### config.mk
export PLATFORM = sky130hd
export DESIGN_NAME = epdma_hs_ctrl
export DESIGN_NICKNAME = d
export VERILOG_FILES = /design/src/rtl/epdma_pkg.sv /design/src/rtl/epdma_fsm.sv /design/src/rtl/epdma_count.sv /design/src/rtl/epdma_port_mux.sv /design/src/rtl/epdma_hs_ctrl.sv
export SDC_FILE = /design/constraint.sdc
export NUM_CORES = 1
export LEC_CHECK = 0
export ABC_AREA = 1
export BUFFER_PORTS_ARGS = -buffer_cell sky130_fd_sc_hd__buf_2
export CAP_MARGIN = 25
export CORE_UTILIZATION = 35
export CTS_BUF_LIST = sky130_fd_sc_hd__clkbuf_4 sky130_fd_sc_hd__clkbuf_8
export CTS_CLUSTER_SIZE = 25
export DETAILED_ROUTE_END_ITERATION = 10
export HOLD_SLACK_MARGIN = 0.15
export PLACE_DENSITY = 0.73
export SETUP_SLACK_MARGIN = 0.1
export SYNTH_ARGS = -nofsm -noshare
export SYNTH_HDL_FRONTEND = slang
export SYNTH_SLANG_ARGS = --single-unit
export TNS_END_PERCENT = 10
### constraint.sdc
create_clock -name clk -period 2.2 [get_ports clk]
set_input_delay 0.22 -clock clk [delete_from_list [all_inputs] [get_ports clk]]
set_output_delay 0.22 -clock clk [all_outputs]
set_load 0.1 [all_outputs]
### src/rtl/epdma_pkg.sv
package epdma_pkg;

    typedef enum logic [1:0] {
        ST_IDLE = 2'd0,
        ST_ARM  = 2'd1,
        ST_REQ  = 2'd2
    } dma_state_e;

endpackage

### src/rtl/epdma_fsm.sv
module epdma_fsm
    import epdma_pkg::*;
(
    input  logic       clk,
    input  logic       rst_n,
    input  logic       cfg_load,
    input  logic       cfg_en,
    input  logic       en_q,
    input  logic       ep_ok,
    input  logic       eot_evt,
    input  logic       byte_ok,
    input  logic       burst_done,
    output dma_state_e state_q,
    output logic       dreq_act,
    output logic       in_req
);

    dma_state_e state_d;

    always_comb begin
        state_d = state_q;
        if (cfg_load) begin
            state_d = cfg_en ? ST_ARM : ST_IDLE;
        end else begin
            unique case (state_q)
                ST_IDLE: if (en_q && !eot_evt) state_d = ST_ARM;
                ST_ARM: begin
                    if (!en_q || eot_evt) state_d = ST_IDLE;
                    else if (ep_ok)       state_d = ST_REQ;
                end
                ST_REQ: begin
                    if (!en_q || eot_evt)          state_d = ST_IDLE;
                    else if (byte_ok && burst_done) state_d = ST_ARM;
                end
                default: state_d = ST_IDLE;
            endcase
        end
    end

    always_ff @(posedge clk or negedge rst_n) begin
        if (!rst_n) state_q <= ST_IDLE;
        else        state_q <= state_d;
    end

    always_comb begin
        dreq_act = (state_q == ST_REQ);
        in_req   = (state_q == ST_REQ);
    end

endmodule

### src/rtl/epdma_count.sv
module epdma_count #(
    parameter int CNT_W   = 16,
    parameter int BURST_W = 4
) (
    input  logic               clk,
    input  logic               rst_n,
    input  logic               cfg_load,
    input  logic [CNT_W-1:0]   cfg_cnt,
    input  logic               byte_ok,
    input  logic               in_req,
    input  logic [BURST_W-1:0] burst_last,
    output logic [CNT_W-1:0]   cnt_q,
    output logic               burst_done,
    output logic               tc
);

    logic [BURST_W-1:0] bcnt_q;

    assign burst_done = (bcnt_q == burst_last);
    assign tc = (cnt_q == '0) || (byte_ok && (cnt_q == CNT_W'(1)));

    always_ff @(posedge clk or negedge rst_n) begin
        if (!rst_n) begin
            bcnt_q <= '0;
        end else if (cfg_load || !in_req) begin
            bcnt_q <= '0;
        end else if (byte_ok) begin
            bcnt_q <= burst_done ? '0 : bcnt_q + 1'b1;
        end
    end

    always_ff @(posedge clk or negedge rst_n) begin
        if (!rst_n) begin
            cnt_q <= '0;
        end else if (cfg_load) begin
            cnt_q <= cfg_cnt;
        end else if (byte_ok && (cnt_q != '0)) begin
            cnt_q <= cnt_q - 1'b1;
        end
    end

endmodule

### src/rtl/epdma_port_mux.sv
module epdma_port_mux #(
    parameter int EP_IDX_W = 4
) (
    input  logic                dack_act,
    input  logic [EP_IDX_W-1:0] dma_ep,
    input  logic [EP_IDX_W-1:0] io_ptr,
    input  logic                byte_ok,
    input  logic                dir,
    input  logic                io_rd,
    input  logic                io_wr,
    output logic [EP_IDX_W-1:0] port_ep,
    output logic                port_dma,
    output logic                buf_rd,
    output logic                buf_wr
);

    always_comb begin
        if (dack_act) begin
            port_ep  = dma_ep;
            port_dma = 1'b1;
            buf_rd   = byte_ok && !dir;
            buf_wr   = byte_ok && dir;
        end else begin
            port_ep  = io_ptr;
            port_dma = 1'b0;
            buf_rd   = io_rd;
            buf_wr   = io_wr;
        end
    end

endmodule

### src/rtl/epdma_hs_ctrl.sv
module epdma_hs_ctrl
    import epdma_pkg::*;
#(
    parameter int EP_IDX_W = 4,
    parameter int CNT_W    = 16,
    parameter int BURST_W  = 4,
    localparam int NUM_EP  = 1 << EP_IDX_W
) (
    input  logic                clk,
    input  logic                rst_n,
    input  logic                cfg_we,
    input  logic [EP_IDX_W-1:0] cfg_ep,
    input  logic                cfg_burst,
    input  logic [BURST_W-1:0]  cfg_blen,
    input  logic [CNT_W-1:0]    cfg_cnt,
    input  logic                cfg_en,
    input  logic                cfg_dack_only,
    input  logic                cfg_dreq_pol,
    input  logic                cfg_dack_pol,
    input  logic                cfg_eot_pol,
    input  logic                eot_clr,
    input  logic                io_ptr_we,
    input  logic [EP_IDX_W-1:0] io_ptr_d,
    input  logic                io_rd,
    input  logic                io_wr,
    input  logic [NUM_EP-1:0]   ep_valid,
    input  logic [NUM_EP-1:0]   ep_dir,
    input  logic [NUM_EP-1:0]   ep_ready,
    input  logic                short_pkt,
    input  logic                dack_pin,
    input  logic                eot_pin,
    output logic                dreq_pin,
    output logic [EP_IDX_W-1:0] port_ep,
    output logic                port_dma,
    output logic                buf_rd,
    output logic                buf_wr,
    output logic                dma_dir,
    output logic                dma_en,
    output logic                eot_flag,
    output logic [CNT_W-1:0]    xfer_left
);

    // configuration state
    logic [EP_IDX_W-1:0] ep_q;
    logic [EP_IDX_W-1:0] io_ptr_q;
    logic [BURST_W-1:0]  blen_q;
    logic                burst_q;
    logic                donly_q;
    logic                dreq_pol_q;
    logic                dack_pol_q;
    logic                eot_pol_q;
    logic                en_q;
    logic                flag_q;

    // internal wires
    dma_state_e          state_q;
    logic                dreq_act;
    logic                in_req;
    logic                dack_act;
    logic                ext_eot;
    logic                ep_ok;
    logic                byte_ok;
    logic                burst_done;
    logic                tc;
    logic                eot_evt;
    logic [BURST_W-1:0]  burst_last;

    always_ff @(posedge clk or negedge rst_n) begin
        if (!rst_n) begin
            ep_q       <= '0;
            blen_q     <= '0;
            burst_q    <= 1'b0;
            donly_q    <= 1'b1;
            dreq_pol_q <= 1'b1;
            dack_pol_q <= 1'b1;
            eot_pol_q  <= 1'b1;
        end else if (cfg_we) begin
            ep_q       <= cfg_ep;
            blen_q     <= cfg_blen;
            burst_q    <= cfg_burst;
            donly_q    <= cfg_dack_only;
            dreq_pol_q <= cfg_dreq_pol;
            dack_pol_q <= cfg_dack_pol;
            eot_pol_q  <= cfg_eot_pol;
        end
    end

    always_ff @(posedge clk or negedge rst_n) begin
        if (!rst_n)         io_ptr_q <= '0;
        else if (io_ptr_we) io_ptr_q <= io_ptr_d;
    end

    assign dack_act   = (dack_pin == dack_pol_q);
    assign ext_eot    = (eot_pin == eot_pol_q);
    assign dma_dir    = ep_dir[ep_q];
    assign ep_ok      = ep_valid[ep_q] && ep_ready[ep_q];
    assign burst_last = burst_q ? blen_q : '0;
    assign byte_ok    = in_req && dack_act &&
                        (donly_q || (dma_dir ? io_wr : io_rd));
    assign eot_evt    = en_q && !cfg_we && (tc || ext_eot || short_pkt);

    always_ff @(posedge clk or negedge rst_n) begin
        if (!rst_n)       en_q <= 1'b0;
        else if (cfg_we)  en_q <= cfg_en;
        else if (eot_evt) en_q <= 1'b0;
    end

    always_ff @(posedge clk or negedge rst_n) begin
        if (!rst_n)       flag_q <= 1'b0;
        else if (eot_evt) flag_q <= 1'b1;
        else if (eot_clr) flag_q <= 1'b0;
    end

    epdma_fsm u_fsm (
        .clk        (clk),
        .rst_n      (rst_n),
        .cfg_load   (cfg_we),
        .cfg_en     (cfg_en),
        .en_q       (en_q),
        .ep_ok      (ep_ok),
        .eot_evt    (eot_evt),
        .byte_ok    (byte_ok),
        .burst_done (burst_done),
        .state_q    (state_q),
        .dreq_act   (dreq_act),
        .in_req     (in_req)
    );

    epdma_count #(.CNT_W(CNT_W), .BURST_W(BURST_W)) u_count (
        .clk        (clk),
        .rst_n      (rst_n),
        .cfg_load   (cfg_we),
        .cfg_cnt    (cfg_cnt),
        .byte_ok    (byte_ok),
        .in_req     (in_req),
        .burst_last (burst_last),
        .cnt_q      (xfer_left),
        .burst_done (burst_done),
        .tc         (tc)
    );

    epdma_port_mux #(.EP_IDX_W(EP_IDX_W)) u_mux (
        .dack_act (dack_act),
        .dma_ep   (ep_q),
        .io_ptr   (io_ptr_q),
        .byte_ok  (byte_ok),
        .dir      (dma_dir),
        .io_rd    (io_rd),
        .io_wr    (io_wr),
        .port_ep  (port_ep),
        .port_dma (port_dma),
        .buf_rd   (buf_rd),
        .buf_wr   (buf_wr)
    );

    assign dreq_pin = (dreq_act == dreq_pol_q);
    assign dma_en   = en_q;
    assign eot_flag = flag_q;

endmodule

==> impl_metrics.env, run 1 <==
export IMPL_status="finished, violations left"
export IMPL_violations="negative setup slack"
export IMPL_hold_violations=0
export IMPL_power_density_mw_per_mm2=640
export IMPL_track_usage=0.202
export IMPL_drt_iter0_markers=179
export IMPL_fin_skew_ns=0.0136
export IMPL_coreArea_mm2=0.00773
export IMPL_cts_made_buffers=5
export IMPL_htreeDepth=2
export IMPL_synth_edff_count=0
export IMPL_syn_area_mm2=0.00280
export IMPL_rows=32
export IMPL_cp_arrival_ns=2.00
export IMPL_clock_latency_ns=0.30
export IMPL_yosysMostFrequentCell="nand2_1"
export IMPL_drc_errors=0
export IMPL_yosys_area_top_type="dfrtp_1"
export IMPL_cap_violations=0
export IMPL_finalSetupViolations=1
export IMPL_critPathCaptureType="primary output"
export IMPL_max_slew_margin=0.672
export IMPL_boundaryPins=119
export IMPL_layout_drive_gt1_share=0.351
export IMPL_antenna_found_initial=0
export IMPL_setup_ws_ns=-0.0204
export IMPL_cts_root_buf="clkbuf_8"
export IMPL_yosysSeqAreaShare=0.368
export IMPL_crit_fanout=8
export IMPL_gr_total_overflow=0
export IMPL_first_pass_iters=4
export IMPL_vias_per_cell=4.94
export IMPL_holdWs_ns=0.149
export IMPL_synthArstFlopShare=1.00
export IMPL_nets=637
export IMPL_worstSetupStartpointType="flip-flop"
export IMPL_dp_slack_ns=0.178
export IMPL_synth_area_per_cell_um2=7.13
export IMPL_die_height_um=91.4
export IMPL_finalCriticalPeriod_ns=2.22
export IMPL_rsz0062_at_grt="true"
export IMPL_synthCells=393
export IMPL_die_area_mm2=0.00836
export IMPL_totalWireLength_mm=8.42
export IMPL_grt_pass1_wl_mm=13.6
export IMPL_tightest_slew_ns=0.495
export IMPL_areaGrowthSynthToFinish_pct=45.1
export IMPL_synth_seq_cells=41
export IMPL_num_vias=3184
export IMPL_path_clk_slew_ns=0.09
export IMPL_cts_tree="yes"
export IMPL_critical_path_class="flip-flop to primary output"
export IMPL_slew_viol_final=0
export IMPL_cp_required_ns=1.98
export IMPL_hp_class="input port to flip-flop"
export IMPL_dp_hpwl_mm=6.34
export IMPL_cts_sinks=41
export IMPL_portBuffers=118
export IMPL_fp_dieW_um=91.4
export IMPL_synth_flop_cell="dfrtp_1"
export IMPL_wl_per_cell_um=13.1
export IMPL_floorplan_initialDensity=0.362
export IMPL_max_freq_mhz=450
export IMPL_power_leakage_nw=2.05
export IMPL_antenna_cells=0
export IMPL_peakVddDrop_uv=365
export IMPL_multi_input_comb_area_mm2=0.00158
export IMPL_cts_buffer_depth=2
export IMPL_antenna_left=0
export IMPL_fillCellCount=775
export IMPL_synth_cell_types=41
export IMPL_seq_area_mm2=0.00103
export IMPL_first_global_vias=3032
export IMPL_grt_max_degree=31
export IMPL_ys_top_cells_by_area="dfrtp_1 33%, nand2_1 13%, nand3_1 9.5%"
export IMPL_yosys_top_cells_count="96 x nand2_1, 53 x nand3_1, 42 x inv_1"
export IMPL_period_share=1.01
export IMPL_synth_fp_nets=489
export IMPL_synth_top_area_share=0.331
export IMPL_place_congestion=0.832
export IMPL_yosys_warnings=0
[state kept, by name, indices dropped and copies added, names as in the netlist, 2 cells and up]
register / count
u_count.cnt_q: 16
blen_q: 4
ep_q: 4
io_ptr_q: 4
u_count.bcnt_q: 4
u_fsm.state_q: 2
[area by class of cell]
cell class / instances / share of cell area
Sequential cell: 41 / 0.254
Clock inverter: 1 / 0.00185
Clock buffer: 7 / 0.0222
Tap cell: 102 / 0.0314
Timing Repair Buffer: 153 / 0.251
Inverter: 51 / 0.0502
Multi-Input combinational cell: 289 / 0.389
[critical path, stage by stage, from the launching register on]
cell,delay [ns]
dfrtp_1,0.43
buf_6,0.16
nand2_1,0.07
nand2_1,0.06
nand2_1,0.07
nand3_2,0.06
nand3_2,0.11
nand2_4,0.07
nand2_4,0.06
nand3_4,0.09
nand2_8,0.10
inv_8,0.03
a22o_4,0.22
buf_12,0.16
[power by group]
group | leakage [nW] | total [mW] | internal, mW | switching [mW]
registers | 0.494 | 0.900 | 0.828 | 0.0717
clock network | 0.0479 | 0.546 | 0.268 | 0.278
logic | 1.51 | 1.15 | 0.354 | 0.799
[stage by stage]
step | power (mW) | std cells | util | TNS [ns] | area (um^2)
after floorplan | 1.67 | 393 | - | -1.55 | 2810
after global placement | 1.97 | 611 | 0.472 | 0 | 3640
after detailed placement | 1.99 | 611 | 0.472 | 0 | 3640
after CTS | 2.58 | 641 | 0.516 | 0 | 3990
after global routing | 2.72 | 644 | 0.526 | -0.200 | 4060
final | 2.60 | 644 | 0.526 | -0.0204 | 4060
[routing by layer]
layer  vias up  part of all wire  global-route usage
li1       1579                 -                   -
met1      1467              0.42               0.242
met2       120              0.50               0.364
met3        18             0.063              0.0352
met4         0             0.021              0.0675
met5         -                 0                   0
[worst paths after layout]
| check | start | endpoint | slack [ns] | depth (start not counted) |
|---|---|---|---|---|
| max | ep_q[0] | buf_wr | -0.02 | 13 |
| min | io_ptr_d[1] | io_ptr_q[1] | 0.15 | 2 |
| max reg2reg | ep_q[0] | u_fsm.state_q[1] | 0.15 | 18 |
| min reg2reg | eot_pol_q | eot_pol_q | 0.47 | 2 |
| max in group asynchronous | rst_n | dreq_pol_q | 1.08 | 3 |
| min in group asynchronous | rst_n | u_count.cnt_q[9] | 0.38 | 2 |
[timing repair]
action,CTS,global route
cloned,0,0
resized for setup,9,12
endpoints found under the setup margin,2,21
hold buffers,16,0
hold endpoints to repair,29,0
buffers inserted,6,3
pin swaps,7,7
[layout by cell type (no fill, tap or decap), types with 16 or more instances in the layout]
cell | synthesis | routed
buf_2 | 0 | 111
nand2_1 | 96 | 94
nand3_1 | 53 | 51
inv_1 | 42 | 41
dfrtp_1 | 37 | 37
nor2_1 | 34 | 34
o21ai_0 | 23 | 18
buf_4 | 1 | 17
o21ai_1 | 12 | 16
dlygate4sd3_1 | 0 | 16
[cells by family (layout without fill, tap and decap cells)]
logic type	count (synthesis)	after routing	synth area share
multiplexers	4	4	0.0161
AND/OR/NAND/NOR	218	218	0.370
adder cells (fa/ha/maj)	4	4	0.0179
AO/OA/AOI/OAI	56	56	0.113
flip-flops	41	41	0.368
XOR/XNOR	7	7	0.0219
buffers and inverters	63	212	0.0934
No activity file was read; power rests on OpenSTA's default activity.
==> inputs of run 2 (changes only) <==
Settings changed: CELL_PAD_IN_SITES_DETAIL_PLACEMENT from default to 1, CELL_PAD_IN_SITES_GLOBAL_PLACEMENT from default to 1, CORE_UTILIZATION 35 to 34, PLACE_DENSITY 0.73 to 0.94, RECOVER_POWER from default to 25.
==> run 2 against run 1 <==
  * Clock-buffer cell count is the same
  * Critical endpoint unchanged
  * Via count rose by 5.5%
  * Largest cell class unchanged
  * Combinational power rose by 3%
  * Largest power group unchanged
  * The run still ends with negative setup slack left
  * Cell count increased by 0.31%
==> impl_metrics.env, run 2 (synthesized netlist as in run 1, its figures left out) <==
export IMPL_status="finished, violations left"
export IMPL_violations="negative setup slack"
export IMPL_regMostFlops="u_count.cnt_q"
export IMPL_wl_per_cell_um=16.8
export IMPL_layout_drive_gt1_share=0.371
export IMPL_power_density_mw_per_mm2=666
export IMPL_period_share=1.02
export IMPL_clock_latency_ns=0.31
export IMPL_antenna_found_initial=0
export IMPL_final_cell_mix="109 x buf_2, 89 x nand2_1, 47 x nand3_1, 39 x inv_1, 36 x dfrtp_1"
export IMPL_p_sw_mw=1.20
export IMPL_cts_root_buf="clkbuf_8"
export IMPL_crit_slowest_cell="dfrtp_2"
export IMPL_fp_dieW_um=92.8
export IMPL_max_freq_mhz=443
export IMPL_antenna_cells=0
export IMPL_place_congestion=0.890
export IMPL_num_vias=3360
export IMPL_cts_made_buffers=5
export IMPL_htreeDepth=2
export IMPL_power_leakage_nw=2.07
export IMPL_track_usage=0.259
export IMPL_antenna_left=0
export IMPL_totalWireLength_mm=10.9
export IMPL_path_clk_slew_ns=0.08
export IMPL_max_slew_margin=0.0454
export IMPL_cts_buffer_depth=2
export IMPL_peakVddDrop_uv=524
export IMPL_cp_arrival_ns=2.03
export IMPL_largest_reg_flops=16
export IMPL_hp_class="input port to flip-flop"
export IMPL_floorplan_initialDensity=0.357
export IMPL_worstSetupPathDepth=13
export IMPL_cts_tree="yes"
export IMPL_first_global_vias=3723
export IMPL_rows=32
export IMPL_clkPwrFrac=0.240
export IMPL_dp_slack_ns=0.108
export IMPL_finalSetupViolations=2
export IMPL_combPwrFrac=0.432
export IMPL_critical_path_class="flip-flop to primary output"
export IMPL_tightest_slew_ns=1.43
export IMPL_areaGrowthSynthToFinish_pct=48.2
export IMPL_nets=639
export IMPL_final_common_cell="buf_2"
export IMPL_slew_viol_final=0
export IMPL_min_path_cells=3
export IMPL_fin_skew_ns=0.00835
export IMPL_cts_sinks=41
export IMPL_vias_per_cell=5.20
export IMPL_first_pass_iters=4
export IMPL_hold_violations=0
export IMPL_p_sw_frac=0.434
export IMPL_placed_cells=612
export IMPL_min_from="cfg_ep[0]"
export IMPL_p_int_mw=1.57
export IMPL_cp_startpoint="ep_q[0]"
export IMPL_grt_pass1_wl_mm=17.4
export IMPL_worstReg2RegStart="ep_q[0]"
export IMPL_dp_hpwl_mm=7.61
export IMPL_finalCriticalPeriod_ns=2.25
export IMPL_crit_fanout=5
export IMPL_coreArea_mm2=0.00785
export IMPL_fin_cells=646
export IMPL_grt_max_degree=32
export IMPL_seqPwrFrac=0.328
export IMPL_drt_iter0_markers=120
export IMPL_die_area_mm2=0.00860
export IMPL_finalPower_mw=2.76
export IMPL_die_height_um=92.8
export IMPL_portBuffers=118
export IMPL_drc_errors=0
export IMPL_boundaryPins=119
export IMPL_setup_ws_ns=-0.0549
export IMPL_cap_violations=0
export IMPL_cp_required_ns=1.98
export IMPL_gr_total_overflow=0
export IMPL_worst_path_buf_inv=3
export IMPL_critPathCaptureType="primary output"
export IMPL_crit_family="simple AND/OR/NAND/NOR gates"
export IMPL_worstSetupStartpointType="flip-flop"
export IMPL_crit_chain="buf_6 -> nand2_2 -> nand2_1 -> nand2_1 -> nand3_2 -> nand3_4 -> nand2_4 -> nand2_4 -> nand3_4 -> nand2_8 -> inv_8 -> a22o_4 -> buf_12"
export IMPL_rsz0062_at_grt="true"
export IMPL_worst_r2r_cell_count=14
export IMPL_max_stage_delay_ns=0.45
## run 2: changes by cell type in the layout (fill, tap and decap cells not counted), moves of 3 or more
cell      delta
nand2_2      +5
nand3_2      +4
nand2_1      -5
nand3_1      -4
clkbuf_1     +3
## run 2: area by class of cell
type | instances | area [um^2]
clock inverters | 1 | 30.0
clock buffers | 7 | 90.1
multi-input cells | 289 | 1640
repair buffers | 155 | 1030
flip-flops and latches | 41 | 1030
fillers | 1025 | 3700
inverters | 51 | 206
well taps | 102 | 128
## run 2: per-stage QoR
step	hold WS, ns	util	setup TNS, ns	area (um^2)
after floorplan	-0.0756	-	-1.55	2810
after global placement	0.244	0.465	0	3650
after detailed placement	0.244	0.465	0	3650
after CTS	0.151	0.518	-0.0517	4070
after global routing	0.157	0.529	-0.532	4150
final	0.158	0.529	-0.0562	4150
## run 2: worst reg2reg max path: stages (launching register included)
cell and delay [ns]:
dfrtp_2 0.45, buf_6 0.15, nand2_1 0.06, nand3_1 0.08, nand3_1 0.11, nand3_2 0.13
nand2_4 0.11, nand2_4 0.05, nand3_4 0.10, nand2_8 0.08, buf_4 0.18, nor2_8 0.13
nand2_2 0.07, or2_0 0.21, a21oi_1 0.14
## run 2: path summary, 6_finish.rpt
kind / endpoint / slack, ns
worst max register to register: u_count.cnt_q[2] / 0.08
worst min register to register: blen_q[2] / 0.48
worst min-delay path: ep_q[0] / 0.16
min in group asynchronous: u_count.cnt_q[5] / 0.77
max in group asynchronous: ep_q[0] / 0.48
worst max-delay path: buf_wr / -0.05
## run 2: what timing repair did
| item | CTS | global route |
|---|---|---|
| setup buffers | 6 | 2 |
| pin swaps | 10 | 8 |
| setup endpoints to repair | 8 | 26 |
| hold endpoints to repair | 34 | 0 |
| hold buffers | 17 | 0 |
| resized for setup | 17 | 21 |
| gates cloned | 1 | 0 |
## run 2: layer usage
| layer | routed length [um] | vias to the layer above | global-route usage |
|---|---|---|---|
| met3 | 452 | 29 | 0.0501 |
| met5 | 0 | - | 0 |
| li1 | - | 1583 | - |
| met2 | 5870 | 99 | 0.489 |
| met4 | 267 | 0 | 0.0833 |
| met1 | 4270 | 1649 | 0.290 |
## run 2: power groups by stage
stage | Clock [mW] | Sequential, mW | Combinational (mW)
after global placement | 0 | 0.910 | 1.06
after floorplan | 0 | 1.18 | 0.491
after detailed placement | 0 | 0.912 | 1.10
final | 0.663 | 0.907 | 1.19
after CTS | 0.676 | 0.903 | 1.16
after global routing | 0.697 | 0.918 | 1.27
